===== src/rtl/irq_event_pkg.sv =====
package irq_event_pkg;
  localparam int unsigned DW = 32;
  // positions that hold a latch; 15 is derived, 17-19 and 26-31 are absent
  localparam logic [DW-1:0] EVT_IMPL = 32'h03F1_7FFF;
  localparam logic [DW-1:0] HI_GRP   = 32'h03FF_0000;
  localparam int unsigned   SUM_BIT  = 15;

  typedef enum logic [1:0] {
    SEL_NONE,
    SEL_STATUS,
    SEL_MASK,
    SEL_ENABLE
  } reg_sel_e;
endpackage


===== src/rtl/irq_status_latch.sv =====
module irq_status_latch
  import irq_event_pkg::*;
(
  input  logic          clk_i,
  input  logic          rst_ni,
  input  logic [DW-1:0] evt_i,
  input  logic          clr_i,
  output logic [DW-1:0] view_o
);
  logic [DW-1:0] stat_q, stat_d, evt_m;
  logic          sum;

  assign evt_m = evt_i & EVT_IMPL;
  // clear and capture in one edge: new events survive the read
  assign stat_d = (clr_i ? '0 : stat_q) | evt_m;

  always_ff @(posedge clk_i or negedge rst_ni) begin
    if (!rst_ni) stat_q <= '0;
    else         stat_q <= stat_d;
  end

  assign sum = |(stat_q & HI_GRP);

  always_comb begin
    view_o          = stat_q;
    view_o[SUM_BIT] = sum;
  end
endmodule


===== src/rtl/irq_ctrl_regs.sv =====
module irq_ctrl_regs
  import irq_event_pkg::*;
#(
  parameter int unsigned AW       = 8,
  parameter logic [AW-1:0] OFS_STAT = 8'h10,
  parameter logic [AW-1:0] OFS_MASK = 8'h14,
  parameter logic [AW-1:0] OFS_EN   = 8'h18
) (
  input  logic          clk_i,
  input  logic          rst_ni,
  input  logic [AW-1:0] addr_i,
  input  logic          rd_i,
  input  logic          wr_i,
  input  logic [DW-1:0] wdata_i,
  input  logic [DW-1:0] status_i,
  output logic [DW-1:0] mask_o,
  output logic          en_o,
  output logic          clr_o,
  output logic [DW-1:0] rdata_o
);
  reg_sel_e      sel;
  logic [DW-1:0] mask_q, rdata_q, rd_mux;
  logic          en_q;

  always_comb begin
    if      (addr_i == OFS_STAT) sel = SEL_STATUS;
    else if (addr_i == OFS_MASK) sel = SEL_MASK;
    else if (addr_i == OFS_EN)   sel = SEL_ENABLE;
    else                         sel = SEL_NONE;
  end

  always_comb begin
    unique case (sel)
      SEL_STATUS: rd_mux = status_i;
      SEL_MASK:   rd_mux = mask_q;
      SEL_ENABLE: rd_mux = {{(DW-1){1'b0}}, en_q};
      default:    rd_mux = '0;
    endcase
  end

  always_ff @(posedge clk_i or negedge rst_ni) begin
    if (!rst_ni) begin
      mask_q  <= '0;
      en_q    <= 1'b0;
      rdata_q <= '0;
    end else begin
      if (wr_i && sel == SEL_MASK)   mask_q <= wdata_i;
      if (wr_i && sel == SEL_ENABLE) en_q   <= wdata_i[0];
      if (rd_i)                      rdata_q <= rd_mux;
    end
  end

  assign clr_o   = rd_i && (sel == SEL_STATUS);
  assign mask_o  = mask_q;
  assign en_o    = en_q;
  assign rdata_o = rdata_q;
endmodule


===== src/rtl/irq_line_gen.sv =====
module irq_line_gen
  import irq_event_pkg::*;
(
  input  logic [DW-1:0] status_i,
  input  logic [DW-1:0] mask_i,
  input  logic          en_i,
  output logic          irq_o
);
  assign irq_o = en_i && |(status_i & mask_i);
endmodule


===== src/rtl/irq_event_unit.sv =====
module irq_event_unit
  import irq_event_pkg::*;
#(
  parameter int unsigned AW = 8
) (
  input  logic          clk_i,
  input  logic          rst_ni,
  input  logic [31:0]   evt_i,
  input  logic [AW-1:0] reg_addr_i,
  input  logic          reg_rd_i,
  input  logic          reg_wr_i,
  input  logic [31:0]   reg_wdata_i,
  output logic [31:0]   reg_rdata_o,
  output logic          irq_o
);
  logic [DW-1:0] status_view_w, mask_w;
  logic          ie_w, clr_w;

  irq_status_latch u_latch (
    .clk_i  (clk_i),
    .rst_ni (rst_ni),
    .evt_i  (evt_i),
    .clr_i  (clr_w),
    .view_o (status_view_w)
  );

  irq_ctrl_regs #(.AW(AW)) u_regs (
    .clk_i    (clk_i),
    .rst_ni   (rst_ni),
    .addr_i   (reg_addr_i),
    .rd_i     (reg_rd_i),
    .wr_i     (reg_wr_i),
    .wdata_i  (reg_wdata_i),
    .status_i (status_view_w),
    .mask_o   (mask_w),
    .en_o     (ie_w),
    .clr_o    (clr_w),
    .rdata_o  (reg_rdata_o)
  );

  irq_line_gen u_line (
    .status_i (status_view_w),
    .mask_i   (mask_w),
    .en_i     (ie_w),
    .irq_o    (irq_o)
  );
endmodule


===== config.mk =====
export PLATFORM = sky130hd
export DESIGN_NAME = irq_event_unit
export DESIGN_NICKNAME = d
export VERILOG_FILES = /design/src/rtl/irq_event_pkg.sv /design/src/rtl/irq_status_latch.sv /design/src/rtl/irq_ctrl_regs.sv /design/src/rtl/irq_line_gen.sv /design/src/rtl/irq_event_unit.sv
export SDC_FILE = /design/constraint.sdc
export NUM_CORES = 1
export LEC_CHECK = 0
export ABC_AREA = 1
export BUFFER_PORTS_ARGS = -buffer_cell sky130_fd_sc_hd__buf_4
export CORE_MARGIN = 2
export CORE_UTILIZATION = 56
export CTS_CLUSTER_DIAMETER = 150
export DETAILED_ROUTE_END_ITERATION = 6
export PLACE_DENSITY = 0.85
export SLEW_MARGIN = 40
export SYNTH_ARGS = -nofsm -noshare
export SYNTH_HDL_FRONTEND = slang
export SYNTH_SLANG_ARGS = --single-unit

===== constraint.sdc =====
create_clock -name clk_i -period 3 [get_ports clk_i]
set_input_delay 0.75 -clock clk_i [delete_from_list [all_inputs] [get_ports clk_i]]
set_output_delay 0.75 -clock clk_i [all_outputs]
set_load 0.05 [all_outputs]

# --- Word level (Yosys, flattened, before mapping) ---
# Cells that the tools add are included.
op_classes:
  n_div: 0
  bitwise: 2
  shifts: 0
  n_lt_le_gt_ge: 0
  n_addsub: 0
  mux: 5
  eq_ne: 6
  multipliers: 0
  reduce_logical: 6
ops:
  columns: ["op", "n"]
  rows:
  - ["case mux 32 bit (3 select lines)", 1]
  - ["AND 32 bit", 1]
  - ["two-way mux 32 bit", 1]
  - ["OR 32 x 26 -> 32 bit", 1]
  - ["OR reduction 32 bit", 1]
  - ["== test 8 x 5 -> 1 bit, second input constant", 3]
  - ["OR reduction 10 bit", 1]
  - ["two-way mux 2 bit", 3]
  - ["== test 2 bit, second input constant", 2]
  - ["logical AND 1 bit", 4]
  - ["== test 2 x 1 -> 1 bit, second input constant", 1]
word_totals:
  latchBits: 0
  ramBits: 0
  rom_bits: 0
  ff_bits: 97
  memories: 0
  in_bits: 76
  elab_cells: 23
  out_inout_bits: 33

# --- Depth between registers and ports, before layout ---
# Gate-level depths: netlist (run 1).
logic_depth:
  depth_word: 8
  ltp_mapped: 9

# --- By module ---
# From an unflattened synthesis (run 1), not the netlist that was laid out.
unflattened:
  hier_cells: 553
  hier_area_um2: 4590.7
by_module_without_submodules:
  columns: ["module", "area_each_um2", "cells_per_inst", "n_inst", "seq_area_each_um2"]
  rows:
  - ["irq_ctrl_regs", 3427.0, 404, 1, 1626.6]
  - ["irq_status_latch", 922.1, 85, 1, 550.5]
  - ["irq_line_gen", 241.5, 64, 1, 0.0]

# --- Worst setup path after synthesis (run 1) ---
# Ideal clock, no wire load.
synth_timing:
  kind: "register to output"
  from: "register u_latch.stat_q[24]"
  to: "output port irq_o"
  path_buffers: 0
  stages_incl_launch_ff: 7
  arrival_time_ns: 1.350
  slack_ns: 0.900
  cell_sequence: "dfrtp_1 > nand2_1 > nand2_1 > nor2_1 > nand2_1 > nor2_1 > a21oi_1"
synth_via:
  elab_chain_cells: 4
synth_rtl:
  columns: ["element", "line", "source"]
  rows:
  - ["start, declared", "irq_status_latch.sv:10", "logic [DW-1:0] stat_q, stat_d, evt_m;"]
  - ["start signal, assigned", "irq_status_latch.sv:19", "else stat_q <= stat_d;"]
  - ["OR reduction 10 bit", "irq_status_latch.sv:22", "assign sum = |(stat_q & HI_GRP);"]
  - ["AND 32 bit *", "irq_line_gen.sv:9", "assign irq_o = en_i && |(status_i & mask_i);"]
  - ["OR reduction 32 bit *", "irq_line_gen.sv:9", null]
  - ["logical AND 1 bit *", "irq_line_gen.sv:9", null]
  - ["end, declared", "irq_event_unit.sv:14", "output logic irq_o"]
# Mark *: on every way between the ends. The rest lies on a longest branch, timed or not.

# --- Worst setup path after layout (run 1) ---
layout_timing:
  from: "register u_latch.stat_q[23]"
  to: "output port irq_o"
# The elaborated chain is that of the path after synthesis.

==> results.txt, run 1 <==
DRT Wirelength = 9170 um
Clock Skew = 0.00682 ns
CP Cell Sequence = nor2_1, nand2_1, nor2_1, nor2_1, nor2_1, a21oi_1, buf_4
Mapped Nets = 547
Fin. Hold Viols = 0
setup bufs post-CTS = 0
leakage power = 2.80 nW
Crit Path Max Fanout = 3
post-route ant nets = 0
DIE AREA = 0.00767 mm^2
Mapped Cells = 471
CP Capture Type = output pin
initial drt markers = 236
most frequent cells in the layout = nand2_1 (161), buf_4 (105), dfrtp_1 (87), inv_1 (61), o21ai_1 (41)
synthesized cell area = 0.00391 mm^2
Initial Util = 57.6%
cells on worst reg2reg path = 6
via count = 3365
slowest cell on the critical path = dfrtp_1
area occupied by multi-input gates = 0.00136 mm^2
share of post-route cells with drive strength above 1 = 22.9%
endpoints failing setup = 0
Net Switching = 0.518 mW
Tot GR Track Use = 25.8%
maxcap violations = 0
H-tree depth = 3
reg2reg end = u_regs.rdata_o[15]
# hold bufs at CTS = 0
Area Overhead vs Synth = 25.3%
clock power share = 36.0%
clk sink count = 87
status = complete, no violations
Inst Count DP = 651
Core Util, Final = 72.1%
Avg Cell Area, Syn = 8.30 um^2
GRT overflow = 0
crit share post-route = 75.1%
CP startpoint kind = flip-flop
height of the chip = 87.6 um
Yosys reg bits = 87
RSZ-0062 raised after global routing = false
Synth Warn # = 0
Site Rows = 30
switch share = 23.4%
DRC errors left = 0
Post-DP HPWL = 6380 um
drt via density = 5.04
f_max = 0.444 GHz
ANT cells = 0
die width = 87.6 um
post-route insts no fill = 667
port bufs = 98
CP required = 2.25 ns
routability congestion estimate = 0.804
Power Density = 451 mW/mm^2
initial antenna violation count = 0
reg2reg setup slack = 1.90 ns
total CTS buffers = 9
CP Class = reg -> out
pin count of the biggest net entering global routing = 65
Ports = 109
clk slew on worst S/H paths = 0.08 ns
nets@finish = 642
crit-path most repeated cell = nor2_1
delay of the slowest critical-path stage = 0.40 ns
worst-case clock buffer depth = 2
Tmin final = 2.25 ns
core box area = 0.00679 mm^2
vias in the first global route = 3373
sequential power share = 54.8%
logic gate share of total power = 9.3%
Cell variety after synth = 21
Routed WL per cell = 13.7 um
first-pass GRT wire length = 15300 um
Slew headroom = 52.8%
post-synthesis sequential area ratio = 55.7%
Internal = 1.69 mW
commonest non-fill, non-tap cell in the layout = nand2_1
peak supply drop = 326 uV
pins over their slew limit = 0
hold slack = 0.343 ns
Clk Latency, worst-skew pair = 0.35 ns
Layout fillers = 521
CTS root buffer = clkbuf_8
RR Startpoint = u_latch.stat_q[23]
CTS resizes = 0
CTS tree = built
arrival time at the worst endpoint = 1.50 ns
worst hold path class = in -> async
worst slew pin tran = 0.708 ns
Reg area = 0.00218 mm^2
Pre-antenna DRT Iters = 4
setup tns final = 0 ns
## power groups by stage
stage,Sequential [mW],Combinational (mW),Clock [mW]
finish,1.21,0.205,0.795
global route,1.21,0.231,0.855
CTS,1.21,0.208,0.808
detailed placement,1.23,0.207,0
global placement,1.23,0.203,0
floorplan,1.23,0.0866,0
## per-stage QoR
stage               instance area, um^2  setup WS (ns)  power [mW]
floorplan                          3910          0.900        1.32
global placement                   4710          0.475        1.44
detailed placement                 4710          0.426        1.44
CTS                                4900          0.739        2.23
global route                       4900          0.632        2.30
finish                             4900          0.748        2.21
## cells in the mapped netlist (all sizes together)
cell type / n / share of area, %
a21boi: 1 / 0.19
a21oi: 2 / 0.35
buf: 18 / 2.9
clkbuf: 4 / 0.38
dfrtp: 87 / 56
inv: 64 / 6.1
nand2: 164 / 16
nand3: 28 / 3.9
nand4: 1 / 0.16
nor2: 18 / 2.2
o21ai: 62 / 7.9
o21bai: 22 / 4.2
## layer usage
layer	GRT usage, %	routed length, um
met1	34.0	3880
met2	42.8	4630
met3	5.56	495
met4	8.53	159
met5	0	0
## critical path: cells and delay by family, from the launching register on
| family | cells | cell delay, ns |
|---|---|---|
| AOI/OAI and AO/OA | 1 | 0.09 |
| buffers and inverters | 1 | 0.20 |
| DFF | 1 | 0.40 |
| and+or+nand+nor | 5 | 0.46 |
## flip-flops by register name, indices dropped and copies added, names as in the netlist
register        flops
u_regs.rdata_o     32
u_latch.stat_q     22
u_regs.mask_o      32
u_regs.en_o         1
## how the worst max path moves through the flow
| stage | startpoint | endpoint | slack (ns) | cells past startpoint |
|---|---|---|---|---|
| 2_1_floorplan | u_latch.stat_q[24] | irq_o | 0.90 | 6 |
| 3_3_place_gp | reg_addr_i[5] | u_regs.mask_o[15] | 0.48 | 7 |
| 3_5_place_dp | reg_addr_i[5] | u_regs.mask_o[15] | 0.43 | 7 |
| 4_1_cts | u_latch.stat_q[23] | irq_o | 0.74 | 7 |
| 5_1_grt | u_latch.stat_q[21] | irq_o | 0.63 | 7 |
| 6_report | u_latch.stat_q[23] | irq_o | 0.75 | 7 |
## kinds of logic after synthesis
group                  synth area share (%)
and+or+nand+nor                        22.2
DFF                                    55.7
AOI/OAI and AO/OA                      12.7
buffers and inverters                  9.44
## area by class of cell
cell class	count	area share, %
timing repair buffer	106	16.5
multi-input combinational	298	27.8
sequential	87	44.4
inverter	64	4.90
clock buffer	12	2.96
clock inverter	4	0.919
tap	96	2.45
(Power assumes the default switching activity.)
==> inputs of run 2 (changes only) <==
Settings changed: CORE_UTILIZATION 56 to 52, PLACE_DENSITY 0.85 to 0.8.
Clock period 3 ns to 2.27 ns, I/O delays scaled along.
==> run 2 against run 1 <==
Sequential share of layout area down 0.42 points. Highest routed layer unchanged. Largest cell class unchanged. Critical path type unchanged. Die area grew 7.3%. Critical path depth is the same.
==> results.txt, run 2 (synthesis results as in run 1) <==
f_max = 0.492 GHz
WP buf/inv = 1 (unchanged)
nets@finish = 645 (+0.47%)
routability congestion estimate = 0.808 (+0.46%)
delay-heaviest family, CP = simple AND/OR/NAND/NOR gates
core box area = 0.00725 mm^2 (+6.8%)
CP Cell Sequence = nor2_1, nand2_1, nor2_1, nor2_1, nor2_1, a21oi_1, buf_4
Power Density = 608 mW/mm^2 (+35%)
Core Util, Final = 68.2% (-3.9 points)
Critical Path Stages = 7 (unchanged)
Pre-antenna DRT Iters = 5 (+1)
CP Capture Type = output pin
CTS root buffer = clkbuf_8
met3 Resource Use GR = 2.92% (-2.6 points)
Net Switching = 0.699 mW (+35%)
reg2reg end = u_regs.rdata_o[15]
peak supply drop = 334 uV (+2.5%)
Internal = 2.31 mW (+36%)
GRT overflow = 0 (unchanged)
post-route ant nets = 0 (unchanged)
CP Class = reg -> out
sequential power share = 53.3% (-1.5 points)
worst hold path class = in -> async
setup bufs post-CTS = 0 (unchanged)
worst-case clock buffer depth = 2 (unchanged)
share of post-route cells with drive strength above 1 = 23.3% (+0.40 points)
CTS resizes = 0 (unchanged)
Routed WL per cell = 13.7 um (-0.18%)
Initial Util = 53.9% (-3.6 points)
crit share post-route = 89.5%
vias in the first global route = 3356 (-0.50%)
CTS tree = built
first-pass GRT wire length = 15400 um (+1.2%)
logic gate share of total power = 9.1% (-0.2 points)
port bufs = 98 (unchanged)
CP Launch Point = u_latch.stat_q[23]
Crit Path Max Fanout = 3 (unchanged)
arrival time at the worst endpoint = 1.46 ns (-0.04 ns)
Tot GR Track Use = 23.6% (-2.2 points)
pin count of the biggest net entering global routing = 88 (+35%)
delay of the slowest critical-path stage = 0.40 ns (about the same)
Clk Latency, worst-skew pair = 0.35 ns (about the same)
reg2reg setup slack = 1.18 ns (-0.72 ns)
Area Overhead vs Synth = 26.5%
CP startpoint kind = flip-flop
RSZ-0062 raised after global routing = false
endpoints failing setup = 0 (unchanged)
CP required = 1.70 ns (-0.55 ns)
clock power share = 37.6% (+1.6 points)
most frequent cells in the layout = nand2_1 (161), buf_4 (108), dfrtp_1 (87), inv_1 (61), o21ai_1 (41)
drt via density = 5.06 (+0.35%)
ANT cells = 0 (unchanged)
slowest cell on the critical path = dfrtp_1
via count = 3407 (+1.2%)
# hold bufs at CTS = 0 (unchanged)
die width = 90.7 um (+3.6%)
total CTS buffers = 9 (unchanged)
setup tns final = 0 ns (unchanged)
Fin. Hold Viols = 0 (unchanged)
commonest non-fill, non-tap cell in the layout = nand2_1
DRT Wirelength = 9230 um (+0.72%)
Slew headroom = 68.4% (+16 points)
met2 Resource Use GR = 38.2% (-4.7 points)
Clock Skew = 0.00844 ns (+0.00161 ns)
Tmin final = 2.03 ns
clk sink count = 87 (unchanged)
height of the chip = 90.7 um (+3.6%)
Ports = 109 (unchanged)
clk slew on worst S/H paths = 0.09 ns (about the same)
Site Rows = 31 (+3.3%)
worst slew pin tran = 0.474 ns (-0.235 ns)
initial antenna violation count = 0 (unchanged)
initial drt markers = 229 (-3.0%)
pins over their slew limit = 0 (unchanged)
grt peak-use layer = met2
switch share = 23.3% (-0.14 points)
cells on worst reg2reg path = 6 (unchanged)
Post-DP HPWL = 6310 um (-1.0%)
DIE AREA = 0.00823 mm^2 (+7.3%)
crit-path most repeated cell = nor2_1
maxcap violations = 0 (unchanged)
status = complete, no violations
M1 GR Usage = 32.2% (-1.7 points)
H-tree depth = 3 (unchanged)
RR Startpoint = u_latch.stat_q[23]
leakage power = 2.82 nW (+0.59%)
DRC errors left = 0 (unchanged)
==> run 2: cell types whose count changed in the layout (fill, tap and decap cells not counted), sizes merged <==
cell,delta
buf,+3
clkbuf,+2
clkinv,-3
clkinvlp,+1
==> run 2: cell type report <==
cell class	count	area [um^2]
clock inverter	2	37.5
sequential	87	2180
multi-input combinational	298	1360
timing repair buffer	109	831
inverter	64	240
clock buffer	14	173
fill	629	2310
tap	99	124
==> run 2: routing by layer <==
metal,share of wire (%),wire length (um),up-vias
met5,0,0,-
met4,2.0,187,0
met3,6.2,574,17
met2,50,4570,131
met1,42,3900,1608
li1,-,-,1651
==> run 2: per-stage QoR <==
stage	instances	cell area, um^2	hold slack, ns	power (mW)	setup slack, ns
after detailed placement	657	4740	0.467	1.91	0.431
final	673	4950	0.219	3.01	0.238
after floorplan	471	3910	0.272	1.75	0.353
after global routing	673	4950	0.279	3.12	0.126
after CTS	673	4950	0.265	3.02	0.232
after global placement	657	4740	0.463	1.90	0.446
==> run 2: worst max-delay path by stage <==
stage                         end  slack, ns
2_1_floorplan               irq_o       0.35
3_3_place_gp   u_latch.stat_q[16]       0.45
3_5_place_dp    u_regs.mask_o[11]       0.43
4_1_cts                     irq_o       0.23
5_1_grt                     irq_o       0.13
6_report                    irq_o       0.24
==> run 2: worst reg2reg max path, stage by stage, from the launching register on <==
cell,delay (ns)
dfrtp_1,0.40
nor2_1,0.13
nand2_1,0.06
nor2_1,0.13
o21ai_0,0.11
nand2_1,0.08
nand2_1,0.06
==> run 2: power groups by stage <==
stage               sequential, mW  combinational [mW]  clock [mW]
CTS                           1.60               0.278        1.14
finish                        1.60               0.274        1.13
floorplan                     1.63               0.114           0
global route                  1.60               0.306        1.20
global placement              1.63               0.272           0
detailed placement            1.63               0.276           0
==> inputs of run 3 (changes only) <==
--- a/config.mk
+++ b/config.mk
@@ -9,2 +9,3 @@
 export BUFFER_PORTS_ARGS = -buffer_cell sky130_fd_sc_hd__buf_4
+export CORE_ASPECT_RATIO = 1.5
 export CORE_MARGIN = 2
==> constraint.sdc (replaced) <==
create_clock -name clk_i -period 2.27 [get_ports clk_i]
set_input_delay 0.454 -clock clk_i [delete_from_list [all_inputs] [get_ports clk_i]]
set_output_delay 0.454 -clock clk_i [all_outputs]
set_load 0.05 [all_outputs]
==> run 3 against run 2 <==
Cell count is 0.30% lower. Clock skew is 0.0028 ns higher. Setup slack better by 0.082 ns. First-iteration DRC count is 12% lower. Sequential share of layout area is 0.37 points higher. Maximum frequency is 4.2% higher. Wire length is 1.2% lower. Global-route usage is 1.0 points higher. Total power is 4.5% lower. Largest cell class unchanged.
==> results.txt, run 3 (synthesis results as in run 1) <==
endpoints failing setup = 0 (unchanged)
drt via density = 4.87 (-3.7%)
setup tns final = 0 ns (unchanged)
DIE AREA = 0.00824 mm^2 (+0.17%)
GRT overflow = 0 (unchanged)
CP Class = reg -> out
reg2reg setup slack = 1.22 ns (+0.04 ns)
crit share post-route = 85.9% (-3.6 points)
Routed WL per cell = 13.6 um (-0.88%)
Tmin final = 1.95 ns (-0.0816 ns)
CP Cell Sequence = inv_1, nand2_1, nor2_1, nor2_1, nor2_1, a21oi_1, buf_4
setup bufs post-CTS = 0 (unchanged)
DRC errors left = 0 (unchanged)
peak supply drop = 550 uV (+65%)
most frequent cells in the layout = nand2_1 (161), buf_4 (106), dfrtp_1 (87), inv_1 (61), o21ai_1 (41)
Site Rows = 38 (+23%)
Ports = 109 (unchanged)
height of the chip = 110 um (+21%)
routability congestion estimate = 0.828 (+2.5%)
Initial Util = 53.7% (-0.16 points)
H-tree depth = 3 (unchanged)
Crit Path Max Fanout = 3 (unchanged)
Clk Latency, worst-skew pair = 0.36 ns (about the same)
CP required = 1.82 ns (+0.12 ns)
worst-case clock buffer depth = 2 (unchanged)
status = complete, no violations
Core Util, Final = 67.4% (-0.77 points)
worst slew pin tran = 0.528 ns (+0.0545 ns)
ANT cells = 0 (unchanged)
pin count of the biggest net entering global routing = 48 (-45%)
reg2reg end = u_regs.rdata_o[15]
CTS resizes = 0 (unchanged)
post-route insts no fill = 671 (-0.30%)
slowest cell on the critical path = dfrtp_1
Tot GR Track Use = 24.6% (+1.0 points)
area occupied by multi-input gates = 0.00136 mm^2 (unchanged)
commonest non-fill, non-tap cell in the layout = nand2_1
maxcap violations = 0 (unchanged)
Reg area = 0.00218 mm^2 (unchanged)
crit-path most repeated cell = nor2_1
RSZ-0062 raised after global routing = false
CTS tree = built
Clock Skew = 0.0112 ns (+0.00281 ns)
nets@finish = 643 (-0.31%)
DRT Wirelength = 9120 um (-1.2%)
Area Overhead vs Synth = 25.4%
Pre-antenna DRT Iters = 4 (-1)
f_max = 0.513 GHz (+4.2%)
Slew headroom = 64.8% (-3.6 points)
die width = 74.8 um (-18%)
Layout fillers = 662 (+5.2%)
share of post-route cells with drive strength above 1 = 23.3% (-0.052 points)
Power Density = 585 mW/mm^2 (-3.7%)
first-pass GRT wire length = 15000 um (-2.6%)
arrival time at the worst endpoint = 1.50 ns (+0.04 ns)
WP buf/inv = 2 (+1)
vias in the first global route = 3219 (-4.1%)
initial antenna violation count = 0 (unchanged)
leakage power = 2.80 nW (-0.62%)
core box area = 0.00727 mm^2 (+0.29%)
port bufs = 98 (unchanged)
CP Capture Type = output pin
delay-heaviest family, CP = flip-flops
total CTS buffers = 9 (unchanged)
Inst Count DP = 656 (-0.15%)
clk slew on worst S/H paths = 0.08 ns (about the same)
RR Startpoint = u_latch.stat_q[25]
CTS root buffer = clkbuf_8
Post-DP HPWL = 6350 um (+0.69%)
via count = 3270 (-4.0%)
pins over their slew limit = 0 (unchanged)
Fin. Hold Viols = 0 (unchanged)
cells on worst reg2reg path = 6 (unchanged)
initial drt markers = 201 (-12%)
CP startpoint kind = flip-flop
clk sink count = 87 (unchanged)
post-route ant nets = 0 (unchanged)
delay of the slowest critical-path stage = 0.39 ns (about the same)
worst hold path class = in -> async
# hold bufs at CTS = 0 (unchanged)
-- run 3: changes by cell type in the layout (fill, tap and decap cells not counted), sizes merged --
cell    change
buf         -2
clkbuf      -2
clkinv      +2
bufinv      -1
-- run 3: power breakdown --
group | internal [mW] | leakage, nW | switching (mW) | total, mW
sequential | 1.58 | 1.09 | 0.0211 | 1.60
clock | 0.478 | 0.0942 | 0.521 | 0.999
combinational | 0.125 | 1.62 | 0.145 | 0.270
total | 2.18 | 2.80 | 0.687 | 2.87
-- run 3: how the worst max path moves through the flow --
| stage | end | start | depth (start not counted) |
|---|---|---|---|
| 3_5_place_dp | u_latch.stat_q[10] | reg_addr_i[1] | 8 |
| 6_report | irq_o | u_latch.stat_q[25] | 7 |
| 3_3_place_gp | u_latch.stat_q[21] | reg_addr_i[1] | 8 |
| 5_1_grt | irq_o | u_latch.stat_q[23] | 7 |
| 2_1_floorplan | irq_o | u_latch.stat_q[24] | 6 |
| 4_1_cts | irq_o | u_latch.stat_q[25] | 7 |
-- run 3: per-stage QoR --
stage	power (mW)	setup WS (ns)	instance area (um^2)	hold slack, ns
2_1_floorplan	1.75	0.466	3910	0.158
3_3_place_gp	1.90	0.444	4720	0.465
3_5_place_dp	1.90	0.428	4720	0.467
4_1_cts	2.90	0.305	4900	0.0798
5_1_grt	3.00	0.161	4900	0.0930
6_report	2.87	0.320	4900	0.0718
-- run 3: metal layers --
layer	GRT usage [%]	up-vias	part of all wire, %
li1	-	1648	-
met1	31.1	1522	40
met2	41.3	92	54
met3	4.45	8	4.3
met4	9.69	0	1.4
met5	0	-	0
-- run 3: worst register-to-register path, delay by kind of cell, from the launching register on --
kind                   cells  cell delay (ns)
AOI/OAI and AO/OA          1             0.11
DFF                        1             0.39
buffers and inverters      1             0.12
and+or+nand+nor            4             0.35
-- run 3: cell type report --
| cell class | instances | share of cell area, % |
|---|---|---|
| Sequential cell | 87 | 44.4 |
| Multi-Input combinational cell | 298 | 27.8 |
| Timing Repair Buffer | 107 | 16.6 |
| Inverter | 64 | 4.90 |
| Clock buffer | 12 | 3.37 |
| Tap cell | 100 | 2.55 |
| Clock inverter | 3 | 0.357 |
